<file path="config.mk">
export PLATFORM = sky130hd
export DESIGN_NAME = vec_prio_tracker
export DESIGN_NICKNAME = d
export VERILOG_FILES = /design/src/rtl/vec_prio_tracker.sv
export SDC_FILE = /design/constraint.sdc
export NUM_CORES = 2
export LEC_CHECK = 0
export BUFFER_PORTS_ARGS = -buffer_cell sky130_fd_sc_hd__buf_4
export CAP_MARGIN = 25
export CORE_MARGIN = 1
export CORE_UTILIZATION = 45
export CTS_CLUSTER_DIAMETER = 30
export DETAILED_ROUTE_END_ITERATION = 12
export PLACE_DENSITY = 0.62
export SYNTH_ARGS = -nofsm -noshare
export SYNTH_HDL_FRONTEND = slang
export SYNTH_SLANG_ARGS = --single-unit
</file>
<file path="constraint.sdc">
create_clock -name clk -period 5.45 [get_ports clk]
set_input_delay 0.2725 -clock clk [delete_from_list [all_inputs] [get_ports clk]]
set_output_delay 0.2725 -clock clk [all_outputs]
set_load 0.005 [all_outputs]
</file>
<file path="src/rtl/vec_prio_tracker.sv">
module vec_prio_tracker #(
  parameter int WORDS  = 8,
  parameter int WORD_W = 32,
  localparam int NVEC = WORDS * WORD_W,
  localparam int VW   = $clog2(NVEC)
) (
  input  logic          clk,
  input  logic          rst_n,
  input  logic          req_valid,
  input  logic [VW-1:0] req_vec,
  input  logic          accept,
  input  logic          eoi,
  output logic          pend_any,
  output logic [VW-1:0] top_pend,
  output logic          serv_any,
  output logic [VW-1:0] top_serv,
  input  logic [3:0]    sp_set,
  input  logic [3:0]    sp_ack,
  input  logic [VW-1:0] sp_vec_in,
  output logic [3:0]    sp_pend,
  output logic          sp_any,
  output logic [1:0]    sp_sel,
  output logic [VW-1:0] sp_sel_vec,
  output logic          unmask_pend
);

  logic [NVEC-1:0] pend, serv, pend_nx, serv_nx;
  logic [3:0][VW-1:0] sp_vec;
  logic acc_ok;

  // word-by-word scan; a later (higher) hit overrides an earlier one
  function automatic logic [VW:0] find_top(input logic [NVEC-1:0] a);
    logic [VW:0] r;
    r = '0;
    for (int w = 0; w < WORDS; w++)
      for (int b = 0; b < WORD_W; b++)
        if (a[w*WORD_W + b]) r = {1'b1, VW'(w*WORD_W + b)};
    return r;
  endfunction

  assign {pend_any, top_pend} = find_top(pend);
  assign {serv_any, top_serv} = find_top(serv);

  assign acc_ok = accept && pend_any &&
                  (!serv_any || (top_pend[VW-1:4] > top_serv[VW-1:4]));

  always_comb begin
    pend_nx = pend;
    serv_nx = serv;
    if (eoi && serv_any) serv_nx[top_serv] = 1'b0;
    if (acc_ok) begin
      pend_nx[top_pend] = 1'b0;
      serv_nx[top_pend] = 1'b1;
    end
    if (req_valid) pend_nx[req_vec] = 1'b1;
  end

  always_ff @(posedge clk) begin
    if (!rst_n) begin
      pend <= '0;
      serv <= '0;
    end else begin
      pend <= pend_nx;
      serv <= serv_nx;
    end
  end

  always_ff @(posedge clk) begin
    if (!rst_n) begin
      sp_pend <= '0;
      sp_vec  <= '0;
    end else begin
      for (int i = 0; i < 4; i++) begin
        if (sp_set[i]) begin
          sp_pend[i] <= 1'b1;
          sp_vec[i]  <= sp_vec_in;
        end else if (sp_ack[i]) begin
          sp_pend[i] <= 1'b0;
        end
      end
    end
  end

  always_comb begin
    sp_sel = 2'd0;
    for (int i = 3; i >= 0; i--)
      if (sp_pend[i]) sp_sel = 2'(i);
  end

  assign sp_any      = |sp_pend;
  assign sp_sel_vec  = sp_any ? sp_vec[sp_sel] : '0;
  assign unmask_pend = |sp_pend[2:0];

  a_r1_request_sets: assert property (@(posedge clk) disable iff (!rst_n)
    req_valid |=> pend[$past(req_vec)]);

  a_r2_top_is_highest: assert property (@(posedge clk) disable iff (!rst_n)
    pend_any |-> ((pend >> top_pend) == NVEC'(1)));

  a_r3_serv_top_is_highest: assert property (@(posedge clk) disable iff (!rst_n)
    serv_any |-> ((serv >> top_serv) == NVEC'(1)));

  a_r4_accept_moves: assert property (@(posedge clk) disable iff (!rst_n)
    (accept && pend_any && (!serv_any || top_pend[VW-1:4] > top_serv[VW-1:4]))
      |=> serv[$past(top_pend)]);

  a_r5_blocked_accept: assert property (@(posedge clk) disable iff (!rst_n)
    (accept && !eoi && serv_any && top_pend[VW-1:4] <= top_serv[VW-1:4])
      |=> $stable(serv));

  a_r6_eoi_clears: assert property (@(posedge clk) disable iff (!rst_n)
    (eoi && serv_any) |=> !serv[$past(top_serv)]);

  a_r8_set_flags: assert property (@(posedge clk) disable iff (!rst_n)
    (sp_set != 4'd0) |=> ((sp_pend & $past(sp_set)) == $past(sp_set)));

  a_r9_ack_clears: assert property (@(posedge clk) disable iff (!rst_n)
    ((sp_ack & ~sp_set) != 4'd0) |=> ((sp_pend & $past(sp_ack & ~sp_set)) == 4'd0));

endmodule

</file>
==> summary.md <==
| Metric | Value |
|---|---|
| Status | `finished clean` |
| Post-Syn Area | `0.0285 mm^2` |
| Filler cells | `5776` |
| Num Clock Sinks | `548` |
| Max Clock Freq | `193 MHz` |
| First-pass GRT wire length | `182 mm` |
| Initial Utilization | `45.8%` |
| DP Wirelength | `82.6 mm` |
| Postcts setup bufs | `0` |
| Slowest cell on crit path | `or4_1` |
| CP peak stage delay | `0.66 ns` |
| Slew @ Worst Pin | `1.18 ns` |
| Worst EP arrival | `5.73 ns` |
| Residual DRC | `0` |
| Distinct cells, synth | `95` |
| Critical path class | `register to register` |
| CTS max path bufs | `3` |
| CTS H-Tree Depth | `4` |
| Pwr dens | `between 500 and 600 mW/mm^2` |
| Max FO, Critical Path | `8` |
| CTS root buffer | `clkbuf_16` |
| TritonCTS Buffers | `131` |
| GRT Overall Usage | `~37%` |
| Commonest non-fill, non-tap cell in the layout | `dfxtp_1` |
| Worst hold path cell count | `3` |
| Die height | `254 um` |
| Largest net degree at the start of global routing | `99` |
| DRT antenna net count | `0` |
| Stages on worst setup path | `14` |
| Delay-heaviest family, CP | `simple AND/OR/NAND/NOR gates` |
| Worst VDD drop | `0.000393 V` |
| Area Overhead vs Synth | `23.8%` |
| Pleak | `13.1 nW` |
| Net count, final | `3796` |
| Core area | `0.0622 mm^2` |
| Area of the multi-input gates | `0.0164 mm^2` |
| Fin. max-slew vios | `0` |
| Vias | `31700` |
| TritonCTS clock tree | `built` |
| Ratio of cells with drive above 1 in the final layout | `13.1%` |
| Final setup vio count | `0` |
| Seq. cell area | `0.0110 mm^2` |
| CP Capture Type | `register` |
| Ys flop type | `dfxtp_1` |
| Row count | `91` |
| Max-Cap Viols | `0` |
| Hold Vio Cnt, Final | `0` |
| Wire length on met2 | `50.2 mm` |
| Worst-skew pair later-pin latency | `slightly above 0.7 ns` |
| Crit start category | `register` |
| Slew Limit Headroom | `21.5%` |
| Top Metal Used | `met5` |
| Syn_nets | `approximately 3700` |
| Crit path required time | `6.00 ns` |
| Wl on met1 | `a little over 50 mm` |
| DR vias/cell | `approximately 6.7` |
| Initial drt markers | `around 4700` |
| RSZ-0062 raised after global routing | `false` |
| Die ar. | `0.0643 mm^2` |
| Register area share after synthesis | `38.5%` |
| Post-synth EDFFs | `0` |
| Clk slew on worst S/H paths | `0.04 ns` |
| Chip width | `254 um` |
| Vias in the first global route | `28800` |
| DRT Pass-1 Iters | `6` |
| Synth Instances | `approximately 3600` |
| Min-delay worst type | `primary input to register` |
| Io pins | `63` |
| Clock Skew | `0.0299 ns` |
| R2r worst-path depth | `14` |
| Final period util | `95.0%` |
| CP bufs+invs | `1` |
| CP cell instances | `or4_1 > nor4_4 > nand2_1 > nor3_2 > inv_1 > ha_1 > nand4_1 > o21ai_0 > a21boi_4 > and2_1 > and2_1 > nand2_1 > o211ai_1 > o21ai_0` |
| Initial antenna violation count | `4` |
| Commonest cells after routing, fill and taps aside | `548 x dfxtp_1, 426 x o21ai_0, 351 x nor2_1` |
| Total negative setup slack | `0 ns` |
| Metal3 WL | `approximately 15 mm` |
| Syn_area_per_cell | `7.85 um^2` |
| Per-cell routed wire length | `25.9 um` |
| Total gr overflow | `0` |
| I/O Buffers | `62` |
| #FFs+latches synth | `548` |
| Gp weighted congestion | `a little over 1` |
| Final WL | `122 mm` |
| Post-synth ARST share | `0%` |
| Minimum clock period | `5.18 ns` |
| Tot Pwr | `18.9 mW` |
| Warnings, synthesis | `0` |
==> worst register-to-register path, cell delays in order (launching register included) <==
cell      delay [ns]
dfxtp_1         0.34
or4_1           0.66
nor4_4          0.58
nand2_1         0.36
nor3_2          0.48
inv_1           0.26
ha_1            0.36
nand4_1         0.09
o21ai_0         0.17
a21boi_4        0.28
and2_1          0.20
and2_1          0.45
nand2_1         0.38
o211ai_1        0.28
o21ai_0         0.11
==> what timing repair did <==
action | in CTS | in global routing
endpoints found under the setup margin | 0 | 25
hold buffers | 23 | 0
resized for setup | 0 | 3
endpoints found under the hold margin | 38 | 0
==> logic make-up after synthesis <==
group,after synthesis,share of synthesized area (%)
buffers and inverters,312,4.14
adders and majority gates,4,0.176
and+or+nand+nor,1390,24.6
DFF,548,38.5
muxes,40,1.76
AOI/OAI and AO/OA,1335,30.8
==> routing by layer <==
metal,up-vias,global-route usage [%]
li1,14200,-
met1,15000,51.8
met2,2131,53.5
met3,415,9.48
met4,4,19.1
met5,-,0
==> power breakdown <==
group / internal [mW] / switching, mW / leakage [nW]
clock network: 5.56 / 2.50 / 2.25
logic: 1.65 / 5.06 / 6.41
registers: 4.09 / 0.0742 / 4.42
total: 11.3 / 7.64 / 13.1
==> flip-flops by register name, summed over array words and instances, names as in the netlist <==
register / cells
serv: 256
sp_vec: 32
sp_pend: 4
pend: 256
==> cells in the mapped netlist (all sizes together), types with 7 or more instances <==
| cell | count | share of area [%] |
|---|---|---|
| or3 | 21 | 0.50 |
| clkbuf | 181 | 2.4 |
| nand3 | 119 | 2.1 |
| mux4 | 8 | 0.63 |
| nor4 | 171 | 4.0 |
| a21boi | 15 | 0.43 |
| or2 | 13 | 0.29 |
| nand4 | 42 | 0.92 |
| and4 | 12 | 0.37 |
| o21a | 24 | 0.63 |
| nor2 | 353 | 4.7 |
| o21ai | 472 | 8.3 |
| buf | 20 | 0.30 |
| a31oi | 61 | 1.3 |
| dfxtp | 548 | 38 |
| o31a | 12 | 0.37 |
| a31o | 15 | 0.46 |
| o21bai | 22 | 0.58 |
| o211ai | 304 | 8.1 |
| a32o | 15 | 0.53 |
| and2 | 33 | 0.74 |
| a311oi | 10 | 0.31 |
| nor4b | 7 | 0.31 |
| o22ai | 41 | 0.90 |
| a2111oi | 22 | 0.81 |
| mux2i | 32 | 1.1 |
| o31ai | 40 | 1.1 |
| o311ai | 24 | 0.74 |
| o2bb2ai | 14 | 0.43 |
| and3 | 29 | 0.65 |
| o41ai | 8 | 0.25 |
| inv | 110 | 1.4 |
| nor3 | 108 | 2.0 |
| or4 | 45 | 1.2 |
| a21oi | 130 | 2.3 |
| nand2b | 30 | 0.66 |
| o2111ai | 15 | 0.46 |
| nand2 | 345 | 4.6 |
| nor3b | 9 | 0.24 |
| a211oi | 23 | 0.62 |
| nor2b | 41 | 0.90 |
==> metrics by stage <==
| stage | instances | area, um^2 | setup slack, ns | hold WS, ns | util (%) |
|---|---|---|---|---|---|
| 2_1_floorplan | 3629 | 28500 | 1.11 | 0.419 | - |
| 3_3_place_gp | 4437 | 30300 | 0.387 | 0.462 | 48.7 |
| 3_5_place_dp | 4442 | 30400 | 0.391 | 0.465 | 48.9 |
| 4_1_cts | 4701 | 35200 | 0.345 | 0.0697 | 56.7 |
| 5_1_grt | 4703 | 35300 | 0.172 | 0.117 | 56.8 |
| 6_report | 4704 | 35300 | 0.273 | 0.106 | 56.8 |
==> final cells by class <==
class | instances | area share [%]
repair buffers | 202 | 5.13
well taps | 837 | 2.97
multi-input cells | 2769 | 46.6
clock inverters | 56 | 2.06
diodes | 1 | 0.00709
inverters | 111 | 1.18
clock buffers | 180 | 11.0
flip-flops and latches | 548 | 31.1
==> final timing paths <==
check,to,slack [ns],startpoint
setup / recovery,pend[180]$_SDFF_PN0_,0.27,pend[225]$_SDFF_PN0_
hold reg to reg,pend[0]$_SDFF_PN0_,0.47,pend[0]$_SDFF_PN0_
hold / removal,serv[122]$_SDFF_PN0_,0.11,rst_n
setup reg to reg,pend[180]$_SDFF_PN0_,0.27,pend[225]$_SDFF_PN0_
(Power assumes the default switching activity.)
